<file path="config.mk">
export PLATFORM = sky130hd
export DESIGN_NAME = gridNodeTile
export DESIGN_NICKNAME = d
export VERILOG_FILES = /design/src/rtl/gridNodePkg.sv /design/src/rtl/gridNodeCtrl.sv /design/src/rtl/gridNodeDatapath.sv /design/src/rtl/gridNodeTile.sv
export SDC_FILE = /design/constraint.sdc
export NUM_CORES = 2
export LEC_CHECK = 0
export BUFFER_PORTS_ARGS = -buffer_cell sky130_fd_sc_hd__buf_2
export CELL_PAD_IN_SITES_DETAIL_PLACEMENT = 1
export CELL_PAD_IN_SITES_GLOBAL_PLACEMENT = 2
export CORE_ASPECT_RATIO = 0.8
export CORE_MARGIN = 1.5
export CORE_UTILIZATION = 39
export DETAILED_ROUTE_END_ITERATION = 6
export PLACE_DENSITY = 0.8
export SLEW_MARGIN = 20
export SYNTH_ARGS = -nofsm -noshare
export SYNTH_HDL_FRONTEND = slang
export SYNTH_SLANG_ARGS = --single-unit
</file>
<file path="constraint.sdc">
create_clock -name clk -period 6.12 [get_ports clk]
set_input_delay 0.306 -clock clk [delete_from_list [all_inputs] [get_ports clk]]
set_output_delay 0.306 -clock clk [all_outputs]
set_load 0.005 [all_outputs]
</file>
<file path="src/rtl/gridNodePkg.sv">
package gridNodePkg;
  localparam int PORTS = 3;

  typedef enum logic [3:0] {
    OP_ADD  = 4'd0,
    OP_SUB  = 4'd1,
    OP_AND  = 4'd2,
    OP_OR   = 4'd3,
    OP_XOR  = 4'd4,
    OP_SHL  = 4'd5,
    OP_SHR  = 4'd6,
    OP_SLT  = 4'd7,
    OP_PASS = 4'd8
  } aluOp_e;

  typedef struct packed {
    logic             loadEn;
    logic             issueEn;
    logic [PORTS-1:0] opWrEn;
    logic [PORTS-1:0] portLoad;
  } ctrlStrobes_t;
endpackage

</file>
<file path="src/rtl/gridNodeCtrl.sv">
module gridNodeCtrl
  import gridNodePkg::*;
#(
  parameter int FRAMES  = 4,
  parameter int FRAME_W = $clog2(FRAMES)
) (
  input  logic                          clk,
  input  logic                          rstN,
  input  logic                          loadValid,
  input  logic [FRAME_W-1:0]            loadFrame,
  input  logic [PORTS-1:0]              inValid,
  input  logic [PORTS*FRAME_W-1:0]      inFrame,
  input  logic [PORTS-1:0]              inOpIdx,
  input  logic [FRAMES-1:0]             frameClear,
  input  logic [PORTS-1:0]              outReady,
  input  logic [FRAMES-1:0]             needsB,
  input  logic [FRAMES-1:0][PORTS-1:0]  tgtUsed,
  output logic [PORTS-1:0]              outValid,
  output logic [FRAME_W-1:0]            issueFrame,
  output ctrlStrobes_t                  stb
);
  logic [FRAMES-1:0] slotValid, opHaveA, opHaveB, ready;
  logic [PORTS-1:0]  portFree;
  logic              anyReady, portsOk;

  always_comb begin
    for (int f = 0; f < FRAMES; f++)
      ready[f] = slotValid[f] && opHaveA[f] && (opHaveB[f] || !needsB[f]);
    issueFrame = '0;
    anyReady   = 1'b0;
    for (int f = FRAMES - 1; f >= 0; f--) begin
      if (ready[f]) begin
        issueFrame = FRAME_W'(f);
        anyReady   = 1'b1;
      end
    end
    portFree = ~outValid | outReady;
    portsOk  = 1'b1;
    for (int k = 0; k < PORTS; k++)
      if (tgtUsed[issueFrame][k] && !portFree[k]) portsOk = 1'b0;
  end

  always_comb begin
    stb.loadEn   = loadValid;
    stb.issueEn  = anyReady && portsOk;
    for (int p = 0; p < PORTS; p++)
      stb.opWrEn[p] = inValid[p] && slotValid[inFrame[p*FRAME_W +: FRAME_W]];
    stb.portLoad = (anyReady && portsOk) ? tgtUsed[issueFrame] : '0;
  end

  always_ff @(posedge clk or negedge rstN) begin
    if (!rstN) begin
      slotValid <= '0;
      opHaveA   <= '0;
      opHaveB   <= '0;
      outValid  <= '0;
    end else begin
      if (loadValid) begin
        slotValid[loadFrame] <= 1'b1;
        opHaveA[loadFrame]   <= 1'b0;
        opHaveB[loadFrame]   <= 1'b0;
      end
      for (int p = 0; p < PORTS; p++) begin
        if (stb.opWrEn[p]) begin
          if (inOpIdx[p]) opHaveB[inFrame[p*FRAME_W +: FRAME_W]] <= 1'b1;
          else            opHaveA[inFrame[p*FRAME_W +: FRAME_W]] <= 1'b1;
        end
      end
      if (stb.issueEn) begin
        slotValid[issueFrame] <= 1'b0;
        opHaveA[issueFrame]   <= 1'b0;
        opHaveB[issueFrame]   <= 1'b0;
      end
      for (int f = 0; f < FRAMES; f++) begin
        if (frameClear[f]) begin
          slotValid[f] <= 1'b0;
          opHaveA[f]   <= 1'b0;
          opHaveB[f]   <= 1'b0;
        end
      end
      outValid <= (outValid & ~outReady) | stb.portLoad;
    end
  end
endmodule

</file>
<file path="src/rtl/gridNodeDatapath.sv">
module gridNodeDatapath
  import gridNodePkg::*;
#(
  parameter int FRAMES  = 4,
  parameter int DATA_W  = 32,
  parameter int TGT_W   = 8,
  parameter int OPC_W   = 4,
  parameter int FRAME_W = $clog2(FRAMES)
) (
  input  logic                          clk,
  input  logic                          rstN,
  input  ctrlStrobes_t                  stb,
  input  logic [FRAME_W-1:0]            issueFrame,
  input  logic [FRAME_W-1:0]            loadFrame,
  input  logic [OPC_W-1:0]              loadOpcode,
  input  logic [PORTS*TGT_W-1:0]        loadTargets,
  input  logic [PORTS*FRAME_W-1:0]      inFrame,
  input  logic [PORTS-1:0]              inOpIdx,
  input  logic [PORTS*DATA_W-1:0]       inData,
  output logic [FRAMES-1:0]             needsB,
  output logic [FRAMES-1:0][PORTS-1:0]  tgtUsed,
  output logic [PORTS*TGT_W-1:0]        outTarget,
  output logic [PORTS*DATA_W-1:0]       outData
);
  localparam int SH_W = $clog2(DATA_W);

  logic [OPC_W-1:0]             opcode [FRAMES];
  logic [PORTS-1:0][TGT_W-1:0]  targets [FRAMES];
  logic [DATA_W-1:0]            bufA [FRAMES];
  logic [DATA_W-1:0]            bufB [FRAMES];
  logic [DATA_W-1:0]            aluA, aluB, result;

  generate
    for (genvar f = 0; f < FRAMES; f++) begin : g_frameInfo
      assign needsB[f] = !opcode[f][OPC_W-1];
      for (genvar k = 0; k < PORTS; k++) begin : g_tgt
        assign tgtUsed[f][k] = |targets[f][k];
      end
    end
  endgenerate

  always_ff @(posedge clk or negedge rstN) begin
    if (!rstN) begin
      for (int f = 0; f < FRAMES; f++) begin
        opcode[f]  <= '0;
        targets[f] <= '0;
      end
    end else if (stb.loadEn) begin
      opcode[loadFrame]  <= loadOpcode;
      targets[loadFrame] <= loadTargets;
    end
  end

  always_ff @(posedge clk) begin
    for (int p = 0; p < PORTS; p++) begin
      if (stb.opWrEn[p]) begin
        if (inOpIdx[p]) bufB[inFrame[p*FRAME_W +: FRAME_W]] <= inData[p*DATA_W +: DATA_W];
        else            bufA[inFrame[p*FRAME_W +: FRAME_W]] <= inData[p*DATA_W +: DATA_W];
      end
    end
  end

  assign aluA = bufA[issueFrame];
  assign aluB = bufB[issueFrame];

  always_comb begin
    if (opcode[issueFrame][OPC_W-1]) begin
      result = aluA;
    end else begin
      unique case (opcode[issueFrame][2:0])
        3'd0:    result = aluA + aluB;
        3'd1:    result = aluA - aluB;
        3'd2:    result = aluA & aluB;
        3'd3:    result = aluA | aluB;
        3'd4:    result = aluA ^ aluB;
        3'd5:    result = aluA << aluB[SH_W-1:0];
        3'd6:    result = aluA >> aluB[SH_W-1:0];
        default: result = DATA_W'($signed(aluA) < $signed(aluB));
      endcase
    end
  end

  always_ff @(posedge clk or negedge rstN) begin
    if (!rstN) begin
      outData   <= '0;
      outTarget <= '0;
    end else begin
      for (int k = 0; k < PORTS; k++) begin
        if (stb.portLoad[k]) begin
          outData[k*DATA_W +: DATA_W]  <= result;
          outTarget[k*TGT_W +: TGT_W]  <= targets[issueFrame][k];
        end
      end
    end
  end
endmodule

</file>
<file path="src/rtl/gridNodeTile.sv">
module gridNodeTile
  import gridNodePkg::*;
#(
  parameter int FRAMES  = 4,
  parameter int DATA_W  = 32,
  parameter int TGT_W   = 8,
  parameter int OPC_W   = 4,
  parameter int FRAME_W = $clog2(FRAMES)
) (
  input  logic                      clk,
  input  logic                      rstN,
  input  logic                      loadValid,
  input  logic [FRAME_W-1:0]        loadFrame,
  input  logic [OPC_W-1:0]          loadOpcode,
  input  logic [PORTS*TGT_W-1:0]    loadTargets,
  input  logic [PORTS-1:0]          inValid,
  input  logic [PORTS*FRAME_W-1:0]  inFrame,
  input  logic [PORTS-1:0]          inOpIdx,
  input  logic [PORTS*DATA_W-1:0]   inData,
  input  logic [FRAMES-1:0]         frameClear,
  input  logic [PORTS-1:0]          outReady,
  output logic [PORTS-1:0]          outValid,
  output logic [PORTS*TGT_W-1:0]    outTarget,
  output logic [PORTS*DATA_W-1:0]   outData
);
  ctrlStrobes_t                 ctrlStb;
  logic [FRAME_W-1:0]           issueFrame;
  logic [FRAMES-1:0]            needsB;
  logic [FRAMES-1:0][PORTS-1:0] tgtUsed;

  gridNodeCtrl #(.FRAMES(FRAMES), .FRAME_W(FRAME_W)) u_ctrl (
    .clk(clk), .rstN(rstN), .loadValid(loadValid), .loadFrame(loadFrame),
    .inValid(inValid), .inFrame(inFrame), .inOpIdx(inOpIdx),
    .frameClear(frameClear), .outReady(outReady), .needsB(needsB),
    .tgtUsed(tgtUsed), .outValid(outValid), .issueFrame(issueFrame),
    .stb(ctrlStb)
  );

  gridNodeDatapath #(.FRAMES(FRAMES), .DATA_W(DATA_W), .TGT_W(TGT_W),
                     .OPC_W(OPC_W), .FRAME_W(FRAME_W)) u_dp (
    .clk(clk), .rstN(rstN), .stb(ctrlStb), .issueFrame(issueFrame),
    .loadFrame(loadFrame), .loadOpcode(loadOpcode), .loadTargets(loadTargets),
    .inFrame(inFrame), .inOpIdx(inOpIdx), .inData(inData),
    .needsB(needsB), .tgtUsed(tgtUsed), .outTarget(outTarget), .outData(outData)
  );
endmodule

</file>
# Word level (Yosys, flattened, before mapping)
# Memory sizes are Yosys's and may differ from the RTL's.
# Cells that the tools add are included.
dict set report word_totals {
  ram_bits 256
  regBits 247
  elab_cells 209
  output_inout_bits 123
  inputBits 148
  n_memories 2
}
dict set report classes {
  n_shift 2
  bitwise 24
  n_mux 92
  n_eq_ne 6
  magnitude_cmp 14
  add_sub_neg 2
  n_reduce_logical 41
}
# memory depth width read_ports rd_clocked_by_memory_dff write_ports line_no
set mem_list {}
lappend mem_list {u_dp.bufA 4 32 1 0 3 gridNodeDatapath.sv:29} ;# logic [DATA_W-1:0] bufA [FRAMES];
lappend mem_list {u_dp.bufB 4 32 1 0 3 gridNodeDatapath.sv:30} ;# logic [DATA_W-1:0] bufB [FRAMES];
# op n
set ops {}
lappend ops {{$pmux 32 s7} 1}
lappend ops {{$bwmux 96} 1}
lappend ops {{$reduce_or 8->1} 12}
lappend ops {{$mux 4} 21}
lappend ops {{$mux 24} 3}
lappend ops {{$bmux 24 s2} 1}
lappend ops {{$demux 24 s2} 1}
lappend ops {{$mux 1} 45}
lappend ops {{$add 32x32->32} 1}
lappend ops {{$and 32x32->32} 1}
lappend ops {{$lt 32x32->1} 1}
lappend ops {{$mux 32} 1}
lappend ops {{$or 32x32->32} 1}
lappend ops {{$shl 32x5->32} 1}
lappend ops {{$shr 32x5->32} 1}
lappend ops {{$sub 32x32->32} 1}
lappend ops {{$xor 32x32->32} 1}
lappend ops {{$or 4x4->4} 7}
lappend ops {{$logic_and 1x1->1} 21}
lappend ops {{$and 4x4->4} 5}
lappend ops {{$bwmux 16} 1}
lappend ops {{$lt 2x3->1 const B} 5}
lappend ops {{$demux 1 s2} 5}
lappend ops {{$ge 2x1->1 const B} 5}
lappend ops {{19 further kinds} 38}

# Depth between registers and ports, before layout
dict set report logic_depth {
  ltp_word 19
  ltp_mapped 24
  depth_no_buf 19
}

# By module
# A second synthesis with hierarchy kept.
dict set report hier_totals {
  cells_unflattened 3548
  area_unflattened_um2 34987.3
}
# mod cells_per_inst seq_area_each_um2 n_inst area_each_um2
set by_module_without_submodules {}
lappend by_module_without_submodules {gridNodeDatapath 3407 13492.9 1 33689.8}
lappend by_module_without_submodules {gridNodeCtrl 141 375.4 1 1297.5}

# Worst setup path before layout
# No wires, ideal clock.
dict set report synth_path {
  path_type {flip-flop to flip-flop}
  startpoint {register u_ctrl.opHaveB[1]}
  endpoint {register u_dp.outData[58]}
  setup_ps 125
  path_slack_ps 1101
  period_less_slack_ps 5019
  t_arrival_ps 4895
  required_time_ps 5995
  path_stages_with_launch 24
  path_buffers 7
  cell_sequence {dfrtp_1 o211a_1 buf_4 buf_4 clkbuf_1 a311oi_1 nor2_1 a21oi_1 buf_2 buf_1 clkbuf_1 ha_1 clkbuf_1 nand2_1 o21ai_0 a21oi_1 o211a_1 nor4_1 o21ai_0 or2_2 a21oi_1 or4_1 a31oi_1 mux2_2}
}
dict set report synth_between {
  elab_chain_len 12
  word_cells_on_any_way 38
  classes_between {add/sub (2); eq/ne (6); shift (2); mux (15); bitwise (4); reduce/logical (7); memory (2)}
}
# item line_no
set synth_rtl {}
lappend synth_rtl {{from (decl)} gridNodeCtrl.sv:22} ;# logic [FRAMES-1:0] slotValid, opHaveA, opHaveB, ready;
lappend synth_rtl {{from (signal assigned)} gridNodeCtrl.sv:55} ;# opHaveB <= '0;
lappend synth_rtl {{from (signal, indexed assignment)} gridNodeCtrl.sv:61} ;# opHaveB[loadFrame] <= 1'b0;
lappend synth_rtl {{from (signal, indexed assignment)} gridNodeCtrl.sv:65} ;# if (inOpIdx[p]) opHaveB[inFrame[p*FRAME_W +: FRAME_W]] <= 1'b1;
lappend synth_rtl {{$logic_or 1x1->1 (*)} gridNodeCtrl.sv:28} ;# ready[f] = slotValid[f] && opHaveA[f] && (opHaveB[f] || !needsB[f]);
lappend synth_rtl {{$logic_and 1x1->1 (*)} gridNodeCtrl.sv:28}
lappend synth_rtl {{parallel branches: the longest is 10 deep, another holds $mem_v2 4x32} -}
lappend synth_rtl {{to (signal, indexed assignment)} gridNodeDatapath.sv:90} ;# outData[k*DATA_W +: DATA_W] <= result;
lappend synth_rtl {{to (decl)} gridNodeDatapath.sv:23} ;# output logic [PORTS*DATA_W-1:0] outData
# Mark *: on every way between the ends. The select of a mux whose other input is x is not followed.
# A chain may end at the register's enable or synchronous reset.

# Worst setup path in the final report
dict set report layout_path {
  startpoint {register u_ctrl.slotValid[2]}
  endpoint {register u_dp.outData[26]}
}
dict set report layout_between {
  elab_chain_len 13
  word_cells_on_any_way 40
  classes_between {add/sub (2); eq/ne (6); shift (2); mux (17); bitwise (4); reduce/logical (7); memory (2)}
}
# item line_no
set layout_rtl {}
lappend layout_rtl {{from (decl)} gridNodeCtrl.sv:22}
lappend layout_rtl {{from (signal assigned)} gridNodeCtrl.sv:53} ;# slotValid <= '0;
lappend layout_rtl {{from (signal, indexed assignment)} gridNodeCtrl.sv:59} ;# slotValid[loadFrame] <= 1'b1;
lappend layout_rtl {{from (signal, indexed assignment)} gridNodeCtrl.sv:70} ;# slotValid[issueFrame] <= 1'b0;
lappend layout_rtl {{$logic_and 1x1->1 (*) (2 in a row)} gridNodeCtrl.sv:28}
lappend layout_rtl {{parallel branches: the longest is 11 deep, another holds $mem_v2 4x32} -}
# Marks and branches as above.

==> run_summary.xml <==
<?xml version="1.0" encoding="UTF-8"?>
<metrics>
  <group name="run_status">
    <metric name="status" unit="">finished with violations</metric>
    <metric name="failed_checks" unit="">DRC</metric>
  </group>
  <group name="logic_synthesis">
    <metric name="synth.cells.most_frequent" unit="">520 x nor2_1, 497 x a21oi_1, 294 x mux2i_1, 256 x edfxtp_1, 247 x dfrtp_1</metric>
    <metric name="synthTopCellsByArea" unit="">edfxtp_1 22%, dfrtp_1 18%, mux2i_1 8.6%, a21oi_1 7.2%, nor2_1 5.7%</metric>
    <metric name="synth.top_cell.area_share" unit="">0.2239</metric>
    <metric name="synth_area" unit="µm²">34340</metric>
    <metric name="synth_largest_area_cell" unit="">edfxtp_1</metric>
    <metric name="yosys.cell_types.count" unit="">93</metric>
    <metric name="synth.net_count" unit="">4045</metric>
    <metric name="syn_area_per_cell" unit="µm²">9.063</metric>
    <metric name="dominantRegCellSynth" unit="">edfxtp_1</metric>
    <metric name="post_syn_instances" unit="">3789</metric>
    <metric name="yosysWarnings" unit="">0</metric>
    <metric name="synth_edf_count" unit="">256</metric>
    <metric name="synth_sequential_area_ratio" unit="">0.4039</metric>
    <metric name="yosys.cell_count.top_type" unit="">nor2_1</metric>
    <metric name="yosys_register_bits" unit="">503</metric>
    <metric name="synth_async_sr_flop_share" unit="">0.4911</metric>
  </group>
  <group name="drt">
    <metric name="drt_pass1_iterations" unit="">7</metric>
    <metric name="vias" unit="">32670</metric>
    <metric name="postRouteWirelength" unit="µm">159600</metric>
    <metric name="drtIter0Drc" unit="">4058</metric>
    <metric name="detail_route.drc_violations" unit="">9</metric>
    <metric name="route.detailed.wl_per_inst" unit="µm">31.05</metric>
    <metric name="drtAntennaViolNets" unit="">0</metric>
    <metric name="post_drt_via_cell_ratio" unit="">6.356</metric>
  </group>
  <group name="timing">
    <metric name="final_hold_viol_count" unit="">0</metric>
    <metric name="setup_viol" unit="">0</metric>
    <metric name="share_of_the_clock_period_used_by_the_worst_path" unit="">0.9784</metric>
    <metric name="hold-worst-slack" unit="ns">0.05447</metric>
    <metric name="rsz0062_at_grt" unit="">no</metric>
    <metric name="max_clock_freq" unit="MHz">167.0</metric>
    <metric name="post_layout_min_period" unit="ns">5.988</metric>
    <metric name="worst_slew_margin_rel" unit="">0.2518</metric>
    <metric name="worstMarginPinSlew" unit="ns">1.113</metric>
    <metric name="skew" unit="ns">0.02858</metric>
    <metric name="timing.final.max_slew_violations" unit="">0</metric>
  </group>
  <group name="placement">
    <metric name="post-place-cells" unit="">5003</metric>
    <metric name="numPortBuffers" unit="">270</metric>
    <metric name="gp_congestion" unit="">1.052</metric>
    <metric name="half_perimeter_wire_length_after_placement" unit="µm">115900</metric>
  </group>
  <group name="final_layout">
    <metric name="post_layout_nonfiller_instances" unit="">5140</metric>
    <metric name="drive_above_1_share" unit="">0.1937</metric>
    <metric name="fillerInstances" unit="">9985</metric>
    <metric name="final_nets" unit="">4210</metric>
    <metric name="flow.area_growth_from_synthesis" unit="%">14.56</metric>
  </group>
  <group name="hold_path">
    <metric name="timing.hold.worst.class" unit="">input pin to register</metric>
  </group>
  <group name="floorplan">
    <metric name="fp.dieArea" unit="µm²">89850</metric>
    <metric name="row_count" unit="">97</metric>
    <metric name="die_height" unit="µm">268.4</metric>
    <metric name="fp.coreArea" unit="µm²">87380</metric>
    <metric name="design.portCount" unit="">271</metric>
    <metric name="dieWidth" unit="µm">334.8</metric>
    <metric name="initial_cell_density_of_the_core" unit="">0.3930</metric>
  </group>
  <group name="global_route">
    <metric name="pin_count_of_the_biggest_net_entering_global_routing" unit="">157</metric>
    <metric name="overflow" unit="">0</metric>
    <metric name="grt_pass1_wl" unit="µm">230200</metric>
    <metric name="grt.met2_usage" unit="">0.5137</metric>
    <metric name="top_usage_layer" unit="">met2</metric>
    <metric name="grt_antenna_before_repair" unit="">7</metric>
    <metric name="via_count_of_the_first_global_routing_pass" unit="">32160</metric>
    <metric name="gr-usage-met1" unit="">0.4889</metric>
    <metric name="grt_util_met3" unit="">0.08926</metric>
    <metric name="grtUsageTotal" unit="">0.3478</metric>
  </group>
  <group name="clock_tree">
    <metric name="clock_sinks" unit="">503</metric>
    <metric name="cts.reportedPaths.clkPinSlew" unit="ns">0.06</metric>
    <metric name="tritoncts" unit="">done</metric>
    <metric name="ctsRootBufferMaster" unit="">clkbuf_16</metric>
    <metric name="ctsLongestPathBuffers" unit="">3</metric>
    <metric name="clk_latency" unit="ns">0.64</metric>
    <metric name="cts_made_buffers" unit="">55</metric>
    <metric name="cts_htree_levels" unit="">2</metric>
  </group>
  <group name="power_and_ir_drop">
    <metric name="ir_drop" unit="µV">196.0</metric>
    <metric name="finalPower" unit="µW">9497</metric>
    <metric name="power.density_cell_area" unit="nW/µm²">241.4</metric>
    <metric name="power.leakage" unit="µW">0.01794</metric>
  </group>
  <group name="worst_setup_path">
    <metric name="slowest_delay" unit="ns">0.58</metric>
    <metric name="crit_slowest_cell" unit="">dfrtp_1</metric>
    <metric name="worst-endpoint-required" unit="ns">6.69</metric>
    <metric name="path_max_fanout" unit="">29</metric>
    <metric name="cp_common_cell" unit="">buf_4</metric>
    <metric name="critical_path_class" unit="">register to register</metric>
    <metric name="timing.critical_path.arrival" unit="ns">6.56</metric>
    <metric name="ordered_cell_list_for_the_critical_path" unit="">o211a_1 &gt; buf_4 &gt; o31ai_4 &gt; nand2b_1 &gt; buf_4 &gt; o211ai_2 &gt; and2_1 &gt; ha_1 &gt; nor2_1 &gt; o21ai_0 &gt; buf_4 &gt; a21oi_1 &gt; o211a_1 &gt; nor4_1 &gt; buf_4 &gt; o21ai_0 &gt; or2_2 &gt; a21oi_1 &gt; or4_1 &gt; a31oi_1 &gt; buf_4 &gt; mux2_2</metric>
    <metric name="crit_path_end_kind" unit="">register</metric>
    <metric name="cp-start-kind" unit="">register</metric>
  </group>
  <group name="flow_run">
    <metric name="drv.max_cap_violation_count" unit="">0</metric>
  </group>
</metrics>
[worst max-delay path: cells and delay by family (launching register included)]
family	cells	cell delay, ns
AND/OR/NAND/NOR	6	1.38
buffers and inverters	5	1.26
AO/OA/AOI/OAI	9	2.35
multiplexers	1	0.14
flip-flops	1	0.58
adder cells (fa/ha/maj)	1	0.19
[where the power goes]
part | internal [µW] | switching [µW]
Combinational | 756 | 1310
Clock | 1850 | 1440
Sequential | 3900 | 240
[state kept, by name, summed over array words and instances (netlist names)]
name / flops
u_dp.outTarget: 24
u_dp.bufA: 128
u_ctrl.opHaveB: 4
u_dp.targets: 96
u_dp.opcode: 16
u_ctrl.opHaveA: 4
u_ctrl.slotValid: 4
u_dp.outData: 96
u_ctrl.outValid: 3
u_dp.bufB: 128
[cell usage in the layout (no fill, tap or decap), types with 102 or more instances in the layout]
cell type and instances:
ha_1 107, inv_1 102, nand2_1 186, o21ai_0 147
dfrtp_1 247, buf_4 167, edfxtp_1 256, mux2_2 164
nor2_1 515, a21oi_1 496, buf_2 269, mux2i_1 293
[stage by stage]
step,cell area (µm²),util,worst slack (ns),TNS (ns)
after global routing,39330,0.4501,0.01337,0
after floorplan,34340,-,1.101,0
after CTS,39310,0.4498,0.08971,0
after global placement,37260,0.4264,-0.04474,-0.2416
final,39340,0.4502,0.1323,0
after detailed placement,37260,0.4264,-0.1604,-0.8878
[per-layer routing]
metal  part of all wire  vias up  wire length [µm]
li1                   -    14280                 -
met1               0.44    16370             69940
met2               0.42     1723             67220
met3               0.10      291             16110
met4              0.039        2              6289
met5           0.000081        -                13
[final timing paths]
path	start	end	slack, ns	cells after the start
max in group asynchronous	rstN	u_dp.outData[0]	4.53	3
setup / recovery	u_ctrl.slotValid[2]	u_dp.outData[26]	0.13	22
hold reg to reg	u_dp.outTarget[3]	u_dp.outTarget[3]	0.47	1
hold / removal	frameClear[0]	u_ctrl.opHaveA[0]	0.05	3
min in group asynchronous	rstN	u_dp.outTarget[8]	0.27	2
setup reg to reg	u_ctrl.slotValid[2]	u_dp.outData[26]	0.13	22
[timing repair]
action | in CTS | in global routing
gates resized for setup | 1 | 2
hold endpoints to repair | 206 | 0
endpoints found under the setup margin | 6 | 9
hold buffers | 32 | 0
setup buffers | 0 | 0
[final cells by class]
type / count / area, µm² / area share
Clock inverter: 19 / 160.2 / 0.004071
Inverter: 110 / 412.9 / 0.01050
Antenna cell: 6 / 15.01 / 0.0003817
Sequential cell: 503 / 13870 / 0.3526
Multi-Input combinational cell: 2807 / 18810 / 0.4781
Tap cell: 1138 / 1424 / 0.03620
Clock buffer: 80 / 1563 / 0.03973
Timing Repair Buffer: 477 / 3087 / 0.07847
[cells by family (layout without fill, tap and decap cells)]
kind of cell | count (synthesis) | after routing | synth area share
AO/OA/AOI/OAI | 1216 | 1216 | 0.2270
AND/OR/NAND/NOR | 988 | 988 | 0.1243
flip-flops | 503 | 503 | 0.4039
buffers and inverters | 479 | 686 | 0.05513
multiplexers | 461 | 461 | 0.1415
adder cells (fa/ha/maj) | 108 | 108 | 0.03957
XOR/XNOR | 34 | 34 | 0.008672
other | 0 | 6 | 0
Power figures use the tool's default switching activity.
